<file path="src/rtl/wprot_pkg.sv">
package wprot_pkg;
  localparam int DATA_W   = 16;
  localparam int FIELD_W  = 2;
  localparam int N_GROUPS = 2;
  localparam int CTRL_W   = FIELD_W * N_GROUPS;

  typedef enum logic [1:0] {
    RGN_NONE = 2'd0,
    RGN_CTRL = 2'd1,
    RGN_PIN  = 2'd2,
    RGN_CLK  = 2'd3
  } region_e;
endpackage

</file>
<file path="src/rtl/wprot_field.sv">
module wprot_field (
  input  logic clk,
  input  logic rst,
  input  logic wr,
  input  logic new_prot,
  input  logic new_lock,
  output logic prot,
  output logic lock
);
  always_ff @(posedge clk) begin
    if (rst) begin
      prot <= 1'b0;
      lock <= 1'b0;
    end else if (wr && !lock) begin
      prot <= new_prot;
      lock <= new_lock;
    end
  end

  assert_lock_sticky_R5: assert property (@(posedge clk) disable iff (rst)
    lock |=> (lock && $stable(prot)));

  assert_open_load_R4: assert property (@(posedge clk) disable iff (rst)
    (wr && !lock) |=> (prot == $past(new_prot) && lock == $past(new_lock)));

  assert_reset_clear_R3: assert property (@(posedge clk)
    $past(rst) |-> (!prot && !lock));
endmodule

</file>
<file path="src/rtl/wprot_bank.sv">
module wprot_bank #(
  parameter int DATA_W = 16,
  parameter int DEPTH  = 8,
  parameter int IDX_W  = (DEPTH > 1) ? $clog2(DEPTH) : 1
) (
  input  logic              clk,
  input  logic              rst,
  input  logic              wr_req,
  input  logic              protect,
  input  logic [IDX_W-1:0]  idx,
  input  logic [DATA_W-1:0] wdata,
  output logic [DATA_W-1:0] rd_q,
  output logic              blocked
);
  localparam int MEM_DEPTH = 1 << IDX_W;

  logic [DATA_W-1:0] mem [MEM_DEPTH];

  assign blocked = wr_req && protect;

  always_ff @(posedge clk) begin
    if (wr_req && !protect) mem[idx] <= wdata;
    rd_q <= mem[idx];
  end

  assert_blocked_keeps_R7: assert property (@(posedge clk) disable iff (rst)
    (wr_req && protect) |=> (mem[$past(idx)] == $past(mem[idx])));

  // R8 uses the same bank for the clock group
  assert_open_write_lands_R8: assert property (@(posedge clk) disable iff (rst)
    (wr_req && !protect) |=> (mem[$past(idx)] == $past(wdata)));
endmodule

</file>
<file path="src/rtl/wprot_ctrl.sv">
module wprot_ctrl
  import wprot_pkg::*;
#(
  parameter int ADDR_W   = 6,
  parameter int CTRL_ADR = 0,
  parameter int PIN_BASE = 16,
  parameter int PIN_REGS = 8,
  parameter int CLK_BASE = 32,
  parameter int CLK_REGS = 6
) (
  input  logic              clk,
  input  logic              rst,
  input  logic [ADDR_W-1:0] addr,
  input  logic              wr_en,
  input  logic [DATA_W-1:0] wr_data,
  output logic [DATA_W-1:0] rd_data,
  output logic              wr_err
);
  localparam int PIN_IDX_W = (PIN_REGS > 1) ? $clog2(PIN_REGS) : 1;
  localparam int CLK_IDX_W = (CLK_REGS > 1) ? $clog2(CLK_REGS) : 1;
  localparam logic [ADDR_W-1:0] CTRL_A = ADDR_W'(CTRL_ADR);
  localparam logic [ADDR_W:0]   PIN_LO = (ADDR_W+1)'(PIN_BASE);
  localparam logic [ADDR_W:0]   PIN_HI = (ADDR_W+1)'(PIN_BASE + PIN_REGS);
  localparam logic [ADDR_W:0]   CLK_LO = (ADDR_W+1)'(CLK_BASE);
  localparam logic [ADDR_W:0]   CLK_HI = (ADDR_W+1)'(CLK_BASE + CLK_REGS);

  logic [ADDR_W:0]    addr_x;
  region_e            region, region_q;
  logic [N_GROUPS-1:0] grp_prot, grp_lock;
  logic [CTRL_W-1:0]  ctrl_view, ctrl_q;
  logic [PIN_IDX_W-1:0] pin_idx;
  logic [CLK_IDX_W-1:0] clk_idx;
  logic [DATA_W-1:0]  pin_q, clk_q;
  logic               pin_blk, clk_blk;

  assign addr_x = {1'b0, addr};

  always_comb begin
    if (addr == CTRL_A)                        region = RGN_CTRL;
    else if (addr_x >= PIN_LO && addr_x < PIN_HI) region = RGN_PIN;
    else if (addr_x >= CLK_LO && addr_x < CLK_HI) region = RGN_CLK;
    else                                        region = RGN_NONE;
  end

  assign pin_idx = PIN_IDX_W'(addr_x - PIN_LO);
  assign clk_idx = CLK_IDX_W'(addr_x - CLK_LO);

  for (genvar g = 0; g < N_GROUPS; g++) begin : g_field
    wprot_field u_field (
      .clk      (clk),
      .rst      (rst),
      .wr       (wr_en && region == RGN_CTRL),
      .new_prot (wr_data[FIELD_W*g]),
      .new_lock (wr_data[FIELD_W*g+1]),
      .prot     (grp_prot[g]),
      .lock     (grp_lock[g])
    );
    assign ctrl_view[FIELD_W*g]   = grp_prot[g];
    assign ctrl_view[FIELD_W*g+1] = grp_lock[g];
  end

  wprot_bank #(.DATA_W(DATA_W), .DEPTH(PIN_REGS), .IDX_W(PIN_IDX_W)) u_pin_bank (
    .clk     (clk),
    .rst     (rst),
    .wr_req  (wr_en && region == RGN_PIN),
    .protect (grp_prot[0]),
    .idx     (pin_idx),
    .wdata   (wr_data),
    .rd_q    (pin_q),
    .blocked (pin_blk)
  );

  wprot_bank #(.DATA_W(DATA_W), .DEPTH(CLK_REGS), .IDX_W(CLK_IDX_W)) u_clk_bank (
    .clk     (clk),
    .rst     (rst),
    .wr_req  (wr_en && region == RGN_CLK),
    .protect (grp_prot[1]),
    .idx     (clk_idx),
    .wdata   (wr_data),
    .rd_q    (clk_q),
    .blocked (clk_blk)
  );

  always_ff @(posedge clk) begin
    if (rst) begin
      region_q <= RGN_NONE;
      ctrl_q   <= '0;
      wr_err   <= 1'b0;
    end else begin
      region_q <= region;
      ctrl_q   <= ctrl_view;
      wr_err   <= pin_blk || clk_blk;
    end
  end

  always_comb begin
    case (region_q)
      RGN_CTRL: rd_data = {{(DATA_W-CTRL_W){1'b0}}, ctrl_q};
      RGN_PIN:  rd_data = pin_q;
      RGN_CLK:  rd_data = clk_q;
      default:  rd_data = '0;
    endcase
  end

  assert_err_needs_write_R9: assert property (@(posedge clk) disable iff (rst)
    wr_err |-> ($past(wr_en) && $past(region == RGN_PIN || region == RGN_CLK)));

  assert_ctrl_read_upper_zero_R1: assert property (@(posedge clk) disable iff (rst)
    (region_q == RGN_CTRL) |-> (rd_data[DATA_W-1:CTRL_W] == '0));

  assert_unmapped_reads_zero_R12: assert property (@(posedge clk) disable iff (rst)
    ($past(region) == RGN_NONE && !$past(rst)) |-> (rd_data == '0));
endmodule

</file>
<file path="config.mk">
export PLATFORM = sky130hd
export DESIGN_NAME = wprot_ctrl
export DESIGN_NICKNAME = d
export VERILOG_FILES = /design/src/rtl/wprot_pkg.sv /design/src/rtl/wprot_field.sv /design/src/rtl/wprot_bank.sv /design/src/rtl/wprot_ctrl.sv
export SDC_FILE = /design/constraint.sdc
export NUM_CORES = 1
export LEC_CHECK = 0
export BUFFER_PORTS_ARGS = -buffer_cell sky130_fd_sc_hd__buf_2
export CELL_PAD_IN_SITES_DETAIL_PLACEMENT = 1
export CELL_PAD_IN_SITES_GLOBAL_PLACEMENT = 1
export CORE_ASPECT_RATIO = 1.25
export CORE_MARGIN = 1
export CORE_UTILIZATION = 48
export CTS_CLUSTER_SIZE = 16
export DETAILED_ROUTE_END_ITERATION = 6
export PLACE_DENSITY_LB_ADDON = 0.1
export SYNTH_ARGS = -nofsm -noshare
export SYNTH_HDL_FRONTEND = slang
export SYNTH_SLANG_ARGS = --single-unit
</file>
<file path="constraint.sdc">
create_clock -name clk -period 3 [get_ports clk]
set_clock_uncertainty 0.2 [all_clocks]
set_input_delay 0 -clock clk [delete_from_list [all_inputs] [get_ports clk]]
set_output_delay 0 -clock clk [all_outputs]
set_load 0.01 [all_outputs]
</file>
; Word-level counts from Yosys, hierarchy flattened
; Memories as Yosys holds them, arrays and structs flattened. A register that Yosys moved wholly into a read port is not among the register bits.
; Cells that the tools add are included.
[word_totals]
register_bits = 11
mem_bits_rw = 256
input_bits = 25
output_inout_bits = 17
elab_cells = 46
n_memories = 2
[op_classes]
addsub = 2
order_cmp = 4
n_eq_ne = 6
n_mux = 8
n_reduce_logical = 17
[mem_list]
columns = name, words, word_bits, rd, rd_clocked_by_memory_dff, wr, line
row1 = u_clk_bank.mem, 8, 16, 1, 1, 1, wprot_bank.sv:17  ; logic [DATA_W-1:0] mem [MEM_DEPTH];
row2 = u_pin_bank.mem, 8, 16, 1, 1, 1, wprot_bank.sv:17
[ops]
columns = operator, n
row1 = $pmux 16 s3, 1
row2 = $logic_and 1x1->1, 11
row3 = $eq 2x2->1 const B, 4
row4 = $ge 6x5->1 const B, 1
row5 = $ge 6x6->1 const B, 1
row6 = $logic_not 6->1, 1
row7 = $lt 6x5->1 const B, 1
row8 = $lt 6x6->1 const B, 1
row9 = $mux 2, 3
row10 = $sub 3x1->3 const B, 2
row11 = $eq 2x1->1 const B, 2
row12 = $logic_not 1->1, 4
row13 = $mux 1, 4
row14 = $logic_or 1x1->1, 1

; Longest topological paths before layout
; Gate-level depths: netlist (run 1).
[logic_depth]
depth_word = 10
mapped_depth = 6
depth_no_buf = 3

; Cells and area by module
; Synthesis (run 1) repeated with hierarchy kept, for this count alone.
[unflattened]
cells_unflattened = 528
area_unflattened_um2 = 11322.1
[by_module_without_submodules]
columns = module, instances, cells_per_inst, area_per_inst_um2, seq_area_each_um2
row1 = wprot_bank at u_clk_bank, 1, 224, 5308.8, 4164.0
row2 = wprot_bank at u_pin_bank, 1, 224, 5306.3, 4164.0
row3 = wprot_ctrl, 1, 64, 551.8, 140.1
row4 = wprot_field, 2, 8, 77.6, 40.0

; Least setup slack after synthesis (run 1)
; No wires, ideal clock.
[synth_timing]
path_kind = input port to flip-flop
start = input port addr[2]
end = memory u_clk_bank.mem[0][0], enable pin
setup_ns = 0.430
arrival_time_ns = 2.263
required_time_ns = 2.370
setup_slack_ns = 0.107
cell_stages = 5
n_path_buf = 2
path_cell_list = buf_6 > buf_6 > a211oi_4 > nand2_2 > nor4_1
[synth_via]
elab_chain_len = 10
elab_cells_between_ends = 16
classes_between = add/sub: 1 / order compare: 4 / eq/ne: 1 / mux: 5 / reduce/logical: 5
[synth_rtl]
columns = item, line
row1 = "start, declared", wprot_ctrl.sv:13  ; input logic [ADDR_W-1:0] addr,
row2 = $ge 6x6->1 or $lt 6x6->1 (tied branches), wprot_ctrl.sv:41  ; else if (addr_x >= CLK_LO && addr_x < CLK_HI) region = RGN_CLK;
row3 = $logic_and 1x1->1, wprot_ctrl.sv:41
row4 = $mux 2, wprot_ctrl.sv:41
row5 = $mux 2, wprot_ctrl.sv:40  ; else if (addr_x >= PIN_LO && addr_x < PIN_HI) region = RGN_PIN;
row6 = $mux 2, wprot_ctrl.sv:39  ; if (addr == CTRL_A) region = RGN_CTRL;
row7 = $eq 2x2->1, wprot_ctrl.sv:76  ; .wr_req (wr_en && region == RGN_CLK),
row8 = $logic_and 1x1->1, wprot_ctrl.sv:76
row9 = $logic_and 1x1->1, wprot_bank.sv:22  ; if (wr_req && !protect) mem[idx] <= wdata;
row10 = $mux 1, wprot_bank.sv:22
row11 = $mux 1 (implied by the code), wprot_bank.sv:22
row12 = "end, declared", wprot_bank.sv:17
; Several ways; a longest one is shown, not always the timed one.

; Final worst setup path (run 1)
[layout_timing]
start = input port addr[1]
end = memory u_clk_bank.mem[3][11], enable pin
; Same word-level chain as after synthesis.

==> results of run 1 <==
## registers in the layout, indices dropped and copies added, names as in the netlist
| name | flops |
|---|---|
| g_field.u_field.lock | 2 |
| g_field.u_field.prot | 2 |
| wr_err | 1 |
| u_pin_bank.mem | 128 |
| ctrl_q | 4 |
| u_clk_bank.rd_q | 16 |
| u_pin_bank.rd_q | 16 |
| region_q | 2 |
| u_clk_bank.mem | 128 |
## worst min path at each step
stage / startpoint / to / cells past startpoint / slack (ns)
final: addr[2] / u_pin_bank.rd_q[7] / 4 / 0.08
after global routing: rst / ctrl_q[0] / 3 / 0.11
after CTS: addr[2] / u_pin_bank.rd_q[7] / 4 / 0.06
after detailed placement: rst / region_q[0] / 2 / 0.09
after global placement: rst / g_field[0].u_field.prot / 2 / 0.10
after floorplan: rst / g_field[0].u_field.prot / 1 / -0.13
## area by class of cell
class	count	area [um^2]	area share [%]
inverter	3	11.3	0.0848
tap	288	360	2.71
timing repair buffer	112	843	6.35
multi-input combinational	325	2670	20.1
clock inverter	11	52.6	0.396
sequential	299	8550	64.4
clock buffer	41	791	5.96
## power breakdown
group / total [uW] / switching (uW) / internal [uW]
combinational: 461 / 285 / 176
clock: 3300 / 1480 / 1820
sequential: 4650 / 35.6 / 4610
total: 8410 / 1800 / 6610
## through the flow
stage	power (uW)	cells
CTS	8480	1079
finish	8410	1079
global route	8660	1079
detailed placement	5160	991
floorplan	4980	664
global placement	5150	991
## logic make-up (layout without fill, tap and decap cells)
family                 after synthesis  in the layout
AO/OA/AOI/OAI                       95             95
multiplexers                        72             72
other                                1             32
flip-flops                         299            299
AND/OR/NAND/NOR                    126            126
buffers and inverters               40            167
## synthesized netlist by cell type (all sizes together) (2+ instances only)
cell | count | area share [%]
o41ai | 2 | 0.29
nand2 | 45 | 1.5
o2111ai | 2 | 0.16
o22a | 3 | 0.23
edfxtp | 256 | 68
a31o | 2 | 0.16
a32oi | 2 | 0.16
nand3 | 7 | 0.31
o22ai | 4 | 0.22
nand4 | 3 | 0.17
a22oi | 11 | 0.73
clkbuf | 5 | 0.18
o221ai | 5 | 0.39
nor2b | 25 | 1.4
nor3b | 5 | 0.33
nor2 | 17 | 0.61
nand4b | 2 | 0.16
nand3b | 2 | 0.13
buf | 32 | 1.8
nor4 | 3 | 0.17
and3 | 5 | 0.28
dfxtp | 43 | 7.6
nor3 | 2 | 0.089
a21oi | 7 | 0.31
mux4 | 24 | 4.8
a211oi | 2 | 0.24
o21ai | 10 | 0.44
a22o | 4 | 0.31
and2 | 4 | 0.22
mux2i | 26 | 2.3
a221oi | 32 | 2.6
inv | 3 | 0.10
mux2 | 22 | 2.2
## per-layer routing
metal	GRT usage (%)	vias to the layer above	part of all wire [%]
met2	42.1	189	50
met5	0	-	0
met3	3.15	53	4.7
li1	-	2778	-
met4	8.10	0	2.9
met1	33.2	3260	42
## worst reg2reg max path, delay by kind of cell (launching register included)
family	cells	cell delay, ns
flops	1	0.33
compound gates	1	0.14
simple gates	2	0.21
buf+inv	2	1.15
==> key figures, run 1 <==
Synth
  • Post-synthesis adder-cell area fraction: 0%
  • Synth Instances: 633
  • Yosys warnings: 0
  • Synth Flop Type: edfxtp_1
  • Main combinational cell family by area after synthesis: multiplexers
  • Post-synth EDFFs: 256
  • XOR/XNOR Fraction of Synth Area: 0%
  • Syn Area/Cell: 17.8 um^2
  • Post-synthesis compound-gate area fraction: 6.93%
  • Cell variety after synth: 61
  • Synthesized area: 11300 um^2
  • Synth Area in Simple Gates: 5.90%
  • Register bit total from synthesis: 299
  • Ys async rst share: 0%
  • Mux cell area share after synthesis: 9.29%
  • Seq/Total Area, Yosys: 75.8%

Setup path
  • R2R Path End: g_field[0].u_field.prot
  • CP Depth: 7
  • Worst path bufs/invs: 4
  • WS Path Type: input port to register
  • End of the critical path: u_clk_bank.mem[3][11]
  • CP Launch Type: input port
  • R2r startpoint: g_field[0].u_field.lock
  • Worst path required time: 3.04 ns
  • Critical-path maximum fanout: 12
  • Critical path's most frequent cell: dlygate4sd3_1
  • Crit path launch: addr[1]
  • Critical-path cell list: dlygate4sd3_1 -> buf_2 -> a211oi_4 -> nand2_2 -> dlygate4sd3_1 -> nor3_2 -> buf_4
  • Slowest stage cell, crit path: nor3_2
  • Setup slack, reg-to-reg: 0.92 ns
  • CP peak stage delay: 0.70 ns
  • Delay-heaviest family, CP: buffers and inverters
  • R2r worst-path depth: 5
  • Critical path capture point type: register
  • Critical Path AT: 2.83 ns

Clock tree
  • Clk sinks: 299
  • Clock slew at reported path FFs: 0.06 ns
  • TritonCTS Buffers: 29
  • Root Buffer: clkbuf_16
  • CTS tree: yes
  • CTS Hold Bufs: 36
  • H-tree levels: 1
  • CTS resizes: 0
  • Setup Fix Bufs, Post-CTS: 0
  • Clk buf depth: 3
  • Clk_lat worst skew: 0.55 ns

Routing
  • TritonRoute pass-1 iters: 6
  • Starting DRC count in detailed routing: 446
  • Routed vias: 6280
  • WL per Instance: 26.6 um
  • Post-route DRC: 3
  • Post-route ant nets: 0
  • Vias per cell: 5.82
  • Post-Route WL: 28700 um

Global routing
  • First-pass GRT wire length: 43200 um
  • Initial antenna violation count: 0
  • Pin count of the biggest net entering global routing: 61
  • Gr ovfl total: 0
  • Vias in the first global route: 6722
  • GRT Util Overall: 24.7%

Floorplanning
  • Die Width: 139 um
  • Ports: 42
  • Die ar.: 24100 um^2
  • Core area: 23000 um^2
  • FP Rows: 62
  • Die H: 173 um
  • Initial Util: 49.0%

Timing
  • Slew of the pin with the lowest slew margin: 0.949 ns
  • RSZ-0062 raised after global routing: false
  • Max_slew headroom: 36.6%
  • Worst setup margin: 0.213 ns
  • Minimum clock period: 2.79 ns
  • Final setup fails: 0
  • Fmax: 359 MHz
  • Setup TNS: 0 ns
  • Final slew viol count: 0
  • Tcrit/Tclk final: 92.9%
  • Fin. Hold Viols: 0
  • Worst hold slack: 0.0766 ns

Placed design
  • Routability Congestion: 0.774
  • Pre-CTS setup slack: 0.681 ns
  • DP Wirelength: 16900 um
  • Port buffer count: 41
  • Post-placement cell area: 12100 um^2

Finish
  • Final instance area: 13300 um^2
  • Layout cell share with drive strength beyond 1: 22.8%
  • Filler Cells Inserted: 2094
  • Area growth, synth to finish: 17.6%
  • Post-layout util: 57.6%
  • Most frequent cells in the layout: edfxtp_1, nand2_1, dfxtp_1
  • Commonest non-fill, non-tap cell in the layout: edfxtp_1
  • Net count, final: 795
  • Antenna cell count: 0

Outcome
  • Status: finished with violations
  • Failing checks: DRC

Power
  • Leak: 0.00457 uW
  • VDD IR max: 535 uV
  • Pwr dens: 633 nW/um^2

Min path
  • Hold Crit Class: input port to register

Flow run
  • # Max-Cap Violations: 0
(Power assumes the default switching activity.)
==> run 2, diff against run 1 <==
--- a/config.mk
+++ b/config.mk
@@ -15,5 +15,7 @@
 export DETAILED_ROUTE_END_ITERATION = 6
 export PLACE_DENSITY_LB_ADDON = 0.1
+export REMOVE_ABC_BUFFERS = 1
 export SYNTH_ARGS = -nofsm -noshare
 export SYNTH_HDL_FRONTEND = slang
 export SYNTH_SLANG_ARGS = --single-unit
+export TNS_END_PERCENT = 100
==> constraint.sdc (replaced) <==
create_clock -name clk -period 3 [get_ports clk]
set_clock_uncertainty 0.2 [all_clocks]
set_input_delay 0.6 -clock clk [delete_from_list [all_inputs] [get_ports clk]]
set_output_delay 0.6 -clock clk [all_outputs]
set_load 0.01 [all_outputs]
==> run 2 against run 1 <==
Compared with the run above:
- the flow still finishes with violations (DRC)
- flip-flop and latch count is the same
- clock power grew 17%
- count of clock-buffer cells in the layout shrank 3
- via count shrank 0.30%
- final cell count shrank 1.6%
- combinational power is essentially flat
- total power grew 6.6%
- sequential power is essentially flat
- fmax shrank 2.0%
- first-iteration DRC count grew 18%
- register-to-register slack gained 0.18 ns
- critical path type is now register to primary output
- critical endpoint is now rd_data[0]
==> key figures, run 2 (synthesis results as in run 1) <==
Clock tree
  • Root Buffer: clkbuf_16
  • H-tree levels: 1 (unchanged)
  • CTS resizes: 0 (unchanged)
  • Clk_lat worst skew: 0.55 ns (about the same)
  • Clk sinks: 299 (unchanged)
  • Setup Fix Bufs, Post-CTS: 0 (unchanged)
  • Clk buf depth: 3 (unchanged)
  • CTS tree: yes
  • CTS Hold Bufs: 0 (-100%)
  • Clock slew at reported path FFs: 0.06 ns (about the same)
  • TritonCTS Buffers: 31 (+6.9%)

Floorplanning
  • Die H: 173 um (unchanged)
  • Ports: 42 (unchanged)
  • Die ar.: 24100 um^2 (unchanged)
  • Initial Util: 49.0% (unchanged)
  • Core area: 23000 um^2 (unchanged)
  • FP Rows: 62 (unchanged)
  • Die Width: 139 um (unchanged)

Setup path
  • Critical path capture point type: primary output
  • Delay-heaviest family, CP: flip-flops
  • Slowest stage cell, crit path: dfxtp_1
  • R2R Path End: u_pin_bank.mem[2][9]
  • R2r startpoint: g_field[0].u_field.prot
  • Critical Path AT: 2.05 ns (-0.78 ns)
  • Critical-path cell list: buf_4 -> mux2_2 -> a22o_1 -> buf_2
  • CP peak stage delay: 0.56 ns (-0.14 ns)
  • Setup slack, reg-to-reg: 1.10 ns (+0.18 ns)
  • CP Launch Type: register
  • R2r worst-path depth: 3 (-2)
  • Worst path bufs/invs: 2 (-2)
  • WS Path Type: register to primary output
  • Critical-path maximum fanout: 7 (-5)
  • Worst path required time: 2.20 ns (-0.84 ns)

Power
  • Sw Share: 20.9% (-0.47 points)
  • VDD IR max: 552 uV (+3.2%)
  • Comb power frac: 5.1% (-0.4 points)
  • Clock power frac: 43.1% (+3.8 points)
  • Overall Power: 8960 uW (+6.6%)
  • Leak: 0.00458 uW (+0.28%)
  • Share of power burned in registers: 51.8% (-3.4 points)
  • Pwr dens: 676 nW/um^2 (+6.7%)
  • Psw: 1880 uW (+4.2%)
  • Internal power: 7080 uW (+7.2%)

Global routing
  • Initial antenna violation count: 1 (+1)
  • Pin count of the biggest net entering global routing: 33 (-46%)
  • GRT Util Overall: 24.6% (-0.13 points)
  • Vias in the first global route: 6792 (+1.0%)
  • First-pass GRT wire length: 42900 um (-0.64%)
  • Gr ovfl total: 0 (unchanged)

Timing
  • Slew of the pin with the lowest slew margin: 0.661 ns (-0.288 ns)
  • Minimum clock period: 2.85 ns (+0.0581 ns)
  • Final slew viol count: 0 (unchanged)
  • Final setup fails: 0 (unchanged)
  • Tcrit/Tclk final: 94.8% (+1.9 points)
  • Fin. Hold Viols: 0 (unchanged)
  • Max_slew headroom: 55.9% (+19 points)
  • Worst setup margin: 0.155 ns (-0.0581 ns)
  • Fmax: 351 MHz (-2.0%)
  • RSZ-0062 raised after global routing: false

Routing
  • Starting DRC count in detailed routing: 527 (+18%)
  • Post-Route WL: 28600 um (-0.41%)
  • TritonRoute pass-1 iters: 7 (+1)
  • Routed vias: 6261 (-0.30%)
  • Post-route DRC: 6 (+3)
  • Vias per cell: 5.90 (+1.3%)
  • Post-route ant nets: 0 (unchanged)
  • WL per Instance: 27.0 um (+1.2%)

Finish
  • Post-layout util: 57.5% (-0.076 points)
  • Final instance area: 13300 um^2 (-0.13%)
  • Commonest non-fill, non-tap cell in the layout: edfxtp_1
  • Non-filler cells, final: 1062 (-1.6%)
  • Sequential cell area: 8550 um^2 (unchanged)
  • Filler Cells Inserted: 2105 (+0.53%)
  • Net count, final: 774 (-2.6%)
  • Biggest regs: u_clk_bank.mem: 128 flops, u_pin_bank.mem: 128 flops
  • Layout cell share with drive strength beyond 1: 26.4% (+3.6 points)
  • Most frequent cells in the layout: edfxtp_1, nand2_1, buf_4
  • Area of the multi-input gates: 2670 um^2 (unchanged)
  • Area growth, synth to finish: 17.5%

Min path
  • Hold Crit Class: input port to register
  • Hold path cells: 2 (-2)
  • Min-delay src: rst
  • Hold endpoint: g_field[1].u_field.prot

Placed design
  • Post-placement cell area: 12200 um^2 (+1.2%)
  • Port buffer count: 41 (unchanged)
  • DP Wirelength: 18600 um (+10%)
  • Pre-CTS setup slack: 0.298 ns (-0.383 ns)
  • Routability Congestion: 0.791 (+2.3%)
  • Placed Instances: 1004 (+1.3%)

Outcome
  • Failing checks: DRC
  • Status: finished with violations

Flow run
  • # Max-Cap Violations: 0 (unchanged)
## run 2: changes by cell type in the layout (fill, tap and decap cells not counted)
cell and delta:
buf_12 +4, clkinv_4 +3, diode_2 +1, dlygate4sd3_1 -36, clkbuf_16 +2, clkbuf_8 +1
buf_4 +9, bufinv_16 +4, clkbuf_1 -6, clkinv_2 +1
## run 2: power by group through the flow
stage          combinational [uW]  clock (uW)  sequential (uW)
2_1_floorplan                 198           0             4720
3_3_place_gp                  439           0             4730
3_5_place_dp                  455           0             4730
4_1_cts                       459        3930             4640
5_1_grt                       495        4060             4650
6_report                      458        3860             4640
## run 2: worst max-delay path by stage
stage                           start                   end  slack, ns  cells past startpoint
after floorplan               addr[1]  u_clk_bank.mem[1][0]      -0.34                      3
after global placement        addr[4]  u_pin_bank.mem[7][9]       0.43                      5
after detailed placement      addr[4]  u_pin_bank.mem[1][4]       0.30                      5
after CTS                 region_q[1]            rd_data[0]       0.10                      4
after global routing      region_q[1]            rd_data[0]       0.05                      4
final                     region_q[1]            rd_data[0]       0.15                      4
## run 2: cell type report
class                           instances  area share [%]
Timing Repair Buffer                   89            4.76
Multi-Input combinational cell        325            20.1
Antenna cell                            1          0.0189
Inverter                                3          0.0849
Tap cell                              288            2.72
Clock inverter                         19            1.54
Clock buffer                           38            6.28
Sequential cell                       299            64.5
## run 2: metrics by stage
stage	TNS [ns]	hold WS (ns)
final	0	0.134
after floorplan	-14.74	0.246
after detailed placement	0	0.281
after global routing	0	0.136
after CTS	0	0.109
after global placement	0	0.273
## run 2: metal layers
metal	part of all wire [%]	wire length, um	global-route usage [%]
met2	51	14700	43.2
met3	5.0	1440	3.48
met1	41	11600	31.2
met5	0	0	0
met4	2.9	818	8.84
